[src/rtl/nvmdiv_pkg.sv]
package nvmdiv_pkg;
  // width of the programmable divide field (bits 5:0 of the register)
  localparam int DIV_W = 6;
  localparam int REG_W = DIV_W + 2;

  // configuration handed from control to datapath
  typedef struct packed {
    logic             run;       // divider enabled (configuration loaded)
    logic             prescale;  // insert the fixed pre-divider
    logic [DIV_W-1:0] limit;     // terminal count of the main divider
  } divCfg_t;
endpackage

[src/rtl/nvmdiv_ctrl.sv]
module nvmdiv_ctrl
  import nvmdiv_pkg::*;
#(
  parameter int ADDR_W = 8,
  parameter logic [ADDR_W-1:0] REG_ADDR = '0
) (
  input  logic              clk,
  input  logic              rstN,
  input  logic              busSel,
  input  logic              busWrite,
  input  logic [ADDR_W-1:0] busAddr,
  input  logic [REG_W-1:0]  busWdata,
  output logic [REG_W-1:0]  regValue,
  output divCfg_t           cfg
);
  logic             settled;
  logic             loaded;
  logic             prescale;
  logic [DIV_W-1:0] divField;
  logic             wrHit;
  logic             unusedWrTop;

  // bit 7 of the write data is never stored
  assign unusedWrTop = busWdata[REG_W-1];

  // low for the first edge after reset release: blocks writes on that edge
  always_ff @(posedge clk or negedge rstN) begin
    if (!rstN) settled <= 1'b0;
    else       settled <= 1'b1;
  end

  assign wrHit = settled && busSel && busWrite && (busAddr == REG_ADDR) && !loaded;

  always_ff @(posedge clk or negedge rstN) begin
    if (!rstN) begin
      loaded   <= 1'b0;
      prescale <= 1'b0;
      divField <= '0;
    end else if (wrHit) begin
      loaded   <= 1'b1;
      prescale <= busWdata[DIV_W];
      divField <= busWdata[DIV_W-1:0];
    end
  end

  assign regValue     = {loaded, prescale, divField};
  assign cfg.run      = loaded;
  assign cfg.prescale = prescale;
  assign cfg.limit    = divField;
endmodule

[src/rtl/nvmdiv_datapath.sv]
module nvmdiv_datapath
  import nvmdiv_pkg::*;
#(
  parameter int PRE_LOG2 = 3
) (
  input  logic    clk,
  input  logic    rstN,
  input  divCfg_t cfg,
  output logic    tickPulse
);
  logic             preTick;
  logic [DIV_W-1:0] divCnt;
  logic             hit;

  generate
    if (PRE_LOG2 > 0) begin : g_pre
      logic [PRE_LOG2-1:0] preCnt;
      always_ff @(posedge clk or negedge rstN) begin
        if (!rstN)                         preCnt <= '0;
        else if (!cfg.run || !cfg.prescale) preCnt <= '0;
        else                               preCnt <= preCnt + 1'b1;
      end
      assign preTick = cfg.prescale ? (&preCnt) : 1'b1;
    end else begin : g_nopre
      assign preTick = 1'b1;
    end
  endgenerate

  assign hit = cfg.run && preTick && (divCnt == cfg.limit);

  always_ff @(posedge clk or negedge rstN) begin
    if (!rstN)             divCnt <= '0;
    else if (!cfg.run)     divCnt <= '0;
    else if (hit)          divCnt <= '0;
    else if (preTick)      divCnt <= divCnt + 1'b1;
  end

  always_ff @(posedge clk or negedge rstN) begin
    if (!rstN) tickPulse <= 1'b0;
    else       tickPulse <= hit;
  end
endmodule

[src/rtl/nvm_tick_divider.sv]
module nvm_tick_divider
  import nvmdiv_pkg::*;
#(
  parameter int ADDR_W = 8,
  parameter logic [ADDR_W-1:0] REG_ADDR = '0,
  parameter int PRE_LOG2 = 3
) (
  input  logic              clk,
  input  logic              rstN,
  input  logic              busSel,
  input  logic              busWrite,
  input  logic [ADDR_W-1:0] busAddr,
  input  logic [7:0]        busWdata,
  output logic [7:0]        busRdata,
  output logic              tickPulse,
  output logic              dividerLoaded
);
  logic [REG_W-1:0] regValue;
  divCfg_t          cfg;

  nvmdiv_ctrl #(.ADDR_W(ADDR_W), .REG_ADDR(REG_ADDR)) u_ctrl (
    .clk(clk), .rstN(rstN), .busSel(busSel), .busWrite(busWrite),
    .busAddr(busAddr), .busWdata(busWdata), .regValue(regValue), .cfg(cfg)
  );

  nvmdiv_datapath #(.PRE_LOG2(PRE_LOG2)) u_dp (
    .clk(clk), .rstN(rstN), .cfg(cfg), .tickPulse(tickPulse)
  );

  assign busRdata      = (busAddr == REG_ADDR) ? regValue : '0;
  assign dividerLoaded = regValue[REG_W-1];
endmodule

[config.mk]
export PLATFORM = sky130hd
export DESIGN_NAME = nvm_tick_divider
export DESIGN_NICKNAME = d
export VERILOG_FILES = /design/src/rtl/nvmdiv_pkg.sv /design/src/rtl/nvmdiv_ctrl.sv /design/src/rtl/nvmdiv_datapath.sv /design/src/rtl/nvm_tick_divider.sv
export SDC_FILE = /design/constraint.sdc
export NUM_CORES = 1
export LEC_CHECK = 0
export BUFFER_PORTS_ARGS = -buffer_cell sky130_fd_sc_hd__buf_4
export CAP_MARGIN = 20
export CORE_AREA = 2 2 53 55
export CTS_BUF_LIST = sky130_fd_sc_hd__clkbuf_4 sky130_fd_sc_hd__clkbuf_8
export DETAILED_ROUTE_END_ITERATION = 6
export DIE_AREA = 0 0 55 57
export GPL_ROUTABILITY_DRIVEN = 0
export SLEW_MARGIN = 25
export SYNTH_ARGS = -nofsm -noshare
export SYNTH_HDL_FRONTEND = slang
export SYNTH_SLANG_ARGS = --single-unit
[constraint.sdc]
create_clock -name clk -period 3.1 [get_ports clk]
set_input_delay 0.155 -clock clk [delete_from_list [all_inputs] [get_ports clk]]
set_output_delay 0.155 -clock clk [all_outputs]
set_load 0.01 [all_outputs]
# --- After elaboration in Yosys (flattened, before gate mapping) ---
# Cells that the tools add are included.
# Widths: inputs -> output; s select.
op_classes:
  reduce_logical: 11
  n_eq_ne: 2
  add_sub_neg: 2
  n_mux: 6
ops:
  columns: ["op", "count"]
  rows:
  - ["$mux 6", 3]
  - ["$logic_not 8->1", 1]
  - ["$mux 8", 1]
  - ["$add 6x1->6 const B", 1]
  - ["$eq 6x6->1", 1]
  - ["$logic_and 1x1->1", 6]
  - ["$add 3x1->3 const B", 1]
  - ["$mux 3", 1]
  - ["$ne 3x1->1 const B", 1]
  - ["$reduce_and 3->1", 1]
  - ["$logic_not 1->1", 2]
  - ["$logic_or 1x1->1", 1]
  - ["$mux 1", 1]
word_totals:
  reg_bits: 19

# --- Depth between registers and ports, before layout ---
logic_depth:
  depth_word: 6
  mapped_depth: 5
  mapped_depth_nobuf: 5

# --- Hierarchy ---
# A second synthesis with hierarchy kept.
unflattened:
  hier_cells: 99
  hier_area_um2: 1127.3
by_module_without_submodules:
  columns: ["mod", "area_each_um2", "n_inst", "cells_each"]
  rows:
  - ["nvmdiv_datapath", 533.0, 1, 47]
  - ["nvmdiv_ctrl", 449.2, 1, 32]
  - ["nvm_tick_divider", 145.1, 1, 20]

# --- Worst setup path before layout ---
# OpenSTA, ideal clock, no wires.
synth_timing:
  kind: "in2reg"
  start: "in busAddr[5]"
  end: "reg u_ctrl.divField[2]"
  setup_slack_ns: 1.601
  setup_time_ns: 0.125
  path_stages: 4
  t_required_ns: 2.975
  t_arrival_ns: 1.374
  path_cell_list: "or4_4 > nor2_4 > nand4_4 > mux2_4"
synth_via:
  elab_chain_cells: 3
synth_lines:
  columns: ["element", "line_no", "source"]
  rows:
  - ["start, declared", "nvm_tick_divider.sv:12", "input logic [ADDR_W-1:0] busAddr,"]
  - ["$logic_not 8->1", "nvmdiv_ctrl.sv:32", "assign wrHit = settled && busSel && busWrite && (busAddr == REG_ADDR) && !loaded;"]
  - ["$logic_and 1x1->1 (2 in series)", "nvmdiv_ctrl.sv:32", null]
  - ["end signal, assigned", "nvmdiv_ctrl.sv:42", "divField <= busWdata[DIV_W-1:0];"]
  - ["end, declared", "nvmdiv_ctrl.sv:19", "logic [DIV_W-1:0] divField;"]
# Every way passes these cells.
# A chain may end at the register's enable or synchronous reset.

# --- Worst setup path in the final report ---
layout_timing:
  start: "reg u_dp.divCnt[3]"
  end: "reg u_dp.divCnt[1]"
layout_via:
  elab_chain_cells: 4
  elab_cells_between_ends: 5
  cone_classes: "eq/ne: 2; mux: 2; reduce/logical: 1"
layout_lines:
  columns: ["element", "line_no", "source"]
  rows:
  - ["start, declared", "nvmdiv_datapath.sv:12", "logic [DIV_W-1:0] divCnt;"]
  - ["start signal, assigned", "nvmdiv_datapath.sv:35", "else if (preTick) divCnt <= divCnt + 1'b1;"]
  - ["$eq 6x6->1 (*)", "nvmdiv_datapath.sv:29", "assign hit = cfg.run && preTick && (divCnt == cfg.limit);"]
  - ["$logic_and 1x1->1 (*)", "nvmdiv_datapath.sv:29", null]
  - ["$mux 6", "nvmdiv_datapath.sv:34", "else if (hit) divCnt <= '0;"]
  - ["$mux 6", "nvmdiv_datapath.sv:33", "else if (!cfg.run) divCnt <= '0;"]
# Mark *: on every way between the ends. The rest lies on a longest branch, timed or not.

==> impl_metrics.env <==
export IMPL_grt_pass1_wl_um=3130
export IMPL_fin_area_um2=1250
export IMPL_endpoint_kind="flop"
export IMPL_slew_viol_final=0
export IMPL_io_pins=30
export IMPL_num_rows=19
export IMPL_worst_path_largest_cell_delay_ps=460
export IMPL_synth_compound_area_share_pct=6.05
export IMPL_synth_area_um2=972
export IMPL_place_ws_ps=1360
export IMPL_crit_required_ps=3300
export IMPL_ys_types=25
export IMPL_wl_per_cell_um=12.6
export IMPL_vias=700
export IMPL_cts_tree="done"
export IMPL_syn_inst=79
export IMPL_fmax_mhz=640
export IMPL_clock_skew_ps=4.90
export IMPL_crit_fanout=7
export IMPL_htree_levels=1
export IMPL_fin_cells=142
export IMPL_power_density_nw_per_um2=319
export IMPL_grt_pass1_vias=660
export IMPL_worstSetupPathType="flop to flop"
export IMPL_path_clk_slew_ps=110
export IMPL_setup_viol=0
export IMPL_reg2reg_to="u_dp.divCnt[1]"
export IMPL_synth_simple_area_share_pct=21.8
export IMPL_antenna_cells=0
export IMPL_ys_ff_latch=19
export IMPL_worstSetupStartpointType="flop"
export IMPL_fin_tns_setup_ps=0
export IMPL_drive_gt1_share_pct=45.0
export IMPL_die_h_um=57
export IMPL_cp_data_arrival_time_ps=1760
export IMPL_synthAdderAreaFrac_pct=3.86
export IMPL_rsz0062_at_grt="no"
export IMPL_ff2ff_setup_slack_ps=1540
export IMPL_synth_top_family_by_area="simple AND/OR/NAND/NOR gates"
export IMPL_yosysWarnings=0
export IMPL_die_w_um=55
export IMPL_grt_usage_pct=13.6
export IMPL_final_cell_mix="28 x buf_4, 19 x dfrtp_1, 7 x and2_2"
export IMPL_hold_depth=2
export IMPL_leakagePower_nw=0.672
export IMPL_multi_input_area_um2=489
export IMPL_vdd_ir_drop_max_mv=0.207
export IMPL_worst_slack_ps=1540
export IMPL_synth_xor_area_share_pct=9.01
export IMPL_clk_latency_ps=300
export IMPL_gr_total_overflow=0
export IMPL_min_period_ps=1560
export IMPL_post_cts_resized=0
export IMPL_cap_violations=0
export IMPL_avgSynthCellArea_um2=12.3
export IMPL_placed_cell_area_um2=1220
export IMPL_cts_max_path_buffers=2
export IMPL_layout_commonest_cell="buf_4"
export IMPL_seq_area_frac_synth_pct=48.9
export IMPL_grt_max_degree=20
export IMPL_drc=0
export IMPL_syn_to_final_growth_pct=29.1
export IMPL_regArea_um2=475
export IMPL_outcome="completed"
export IMPL_initial_core_util_pct=37.2
export IMPL_finalCritPeriodShare_pct=50.4
export IMPL_cts_made_buffers=3
export IMPL_place_inst=137
export IMPL_dpl_hpwl_um=1320
export IMPL_viasPerCell=4.93
export IMPL_dieArea_um2=3140
export IMPL_finalHoldViolations=0
export IMPL_io_buffers=28
export IMPL_firstDrtPassIters=2
export IMPL_holdPathEnd="u_ctrl.divField[2]"
export IMPL_nFillCells=254
export IMPL_hp_start="busWdata[2]"
export IMPL_crit_chain="xor2_1 > nor4_1 > nand3_1 > a32o_1"
export IMPL_synth_mux_area_fraction_pct=9.27
export IMPL_cts_root_buf="clkbuf_4"
export IMPL_regToRegStartpoint="u_dp.divCnt[3]"
export IMPL_drtIter0Drc=3
export IMPL_ant_nets=0
export IMPL_reg2regPathDepth=4
export IMPL_antenna_found_initial=0
export IMPL_clock_sink_count=19
export IMPL_cp_slowest_cell="dfrtp_1"
export IMPL_post_cts_repair_setup_buffers=0
export IMPL_routed_wl_um=1790
export IMPL_core_um2=2620
export IMPL_nNetsFinal=135
export IMPL_synth_fp_nets=102
export IMPL_hold_slack_ps=80.5
export IMPL_hp_class="primary input to flop"
-- cells in the mapped netlist --
| library cell | instances | share of area [%] |
|---|---|---|
| and2b_1 | 1 | 0.77 |
| mux2_2 | 4 | 4.6 |
| o2bb2ai_1 | 1 | 0.90 |
| nor2_4 | 1 | 1.2 |
| mux2_4 | 3 | 4.6 |
| nand4_4 | 1 | 2.2 |
| ha_1 | 3 | 3.9 |
| and3_1 | 3 | 1.9 |
| and2_2 | 7 | 5.4 |
| xor2_1 | 5 | 4.5 |
| nor4_1 | 1 | 0.64 |
| nand2b_1 | 1 | 0.64 |
| nand3_1 | 4 | 2.1 |
| xnor2_1 | 5 | 4.5 |
| nand2_1 | 4 | 1.5 |
| nor3b_1 | 1 | 0.77 |
| conb_1 | 1 | 0.39 |
| dfrtp_1 | 19 | 49 |
| or4_4 | 2 | 2.3 |
| nor3_1 | 1 | 0.51 |
| and2_1 | 1 | 0.64 |
| a32o_1 | 5 | 5.1 |
| clkbuf_1 | 1 | 0.39 |
| nor2_1 | 3 | 1.2 |
| inv_1 | 1 | 0.39 |
-- layer usage --
layer / GRT usage [%] / routed length, µm
met1: 20.2 / 829
met2: 18.5 / 839
met5: 0 / 0
met4: 8.36 / 48
met3: 1.57 / 74
-- where the power goes --
part           total, mW  switching [mW]  internal (mW)
Sequential         0.249        0.000525          0.248
Combinational     0.0253         0.00907         0.0163
Clock              0.126          0.0782         0.0481
Total              0.400          0.0878          0.313
-- cells by family after synthesis --
group,count (synthesis)
adders and majority gates,3
and+or+nand+nor,31
other,1
AOI/OAI and AO/OA,6
xor gates and xnor gates,10
buffers and inverters,2
DFF,19
muxes,7
-- sequential cells by signal, summed over array words and instances, names as in the netlist --
signal / flops
u_dp.g_pre.preCnt: 3
u_ctrl.settled: 1
u_ctrl.prescale: 1
u_dp.divCnt: 6
u_dp.tickPulse: 1
u_ctrl.loaded: 1
u_ctrl.divField: 6
-- timing repair --
item / in CTS / in global routing
hold endpoints to repair: 19 / 0
setup endpoints to repair: 0 / 0
hold buffers: 1 / 0
-- stage by stage --
stage                     utilization [%]  power (mW)
after detailed placement             46.6       0.279
after global placement               46.6       0.278
after CTS                            48.0       0.408
after global routing                 48.0       0.419
after floorplan                         -       0.256
final                                48.0       0.400
-- worst max-delay path, delay by kind of cell, from the launching register on --
| kind | cells | cell delay (ps) |
|---|---|---|
| AO/OA/AOI/OAI | 1 | 330 |
| XOR/XNOR | 1 | 160 |
| flip-flops | 1 | 460 |
| AND/OR/NAND/NOR | 2 | 520 |
-- worst max-delay path by stage --
stage	start	to	cells after the start
floorplan	busAddr[5]	u_ctrl.divField[2]	4
global placement	busAddr[5]	u_ctrl.divField[3]	5
detailed placement	busAddr[5]	u_ctrl.divField[3]	5
CTS	u_dp.divCnt[3]	u_dp.divCnt[1]	4
global route	u_dp.divCnt[3]	u_dp.divCnt[4]	4
finish	u_dp.divCnt[3]	u_dp.divCnt[1]	4
-- area by class of cell --
type | instances | area share [%]
Timing Repair Buffer | 29 | 17.5
Clock buffer | 3 | 1.79
Inverter | 1 | 0.299
Multi-Input combinational cell | 58 | 39.0
Tap cell | 31 | 3.09
Sequential cell | 19 | 37.9
Clock inverter | 1 | 0.399
No activity file was read; power rests on OpenSTA's default activity.
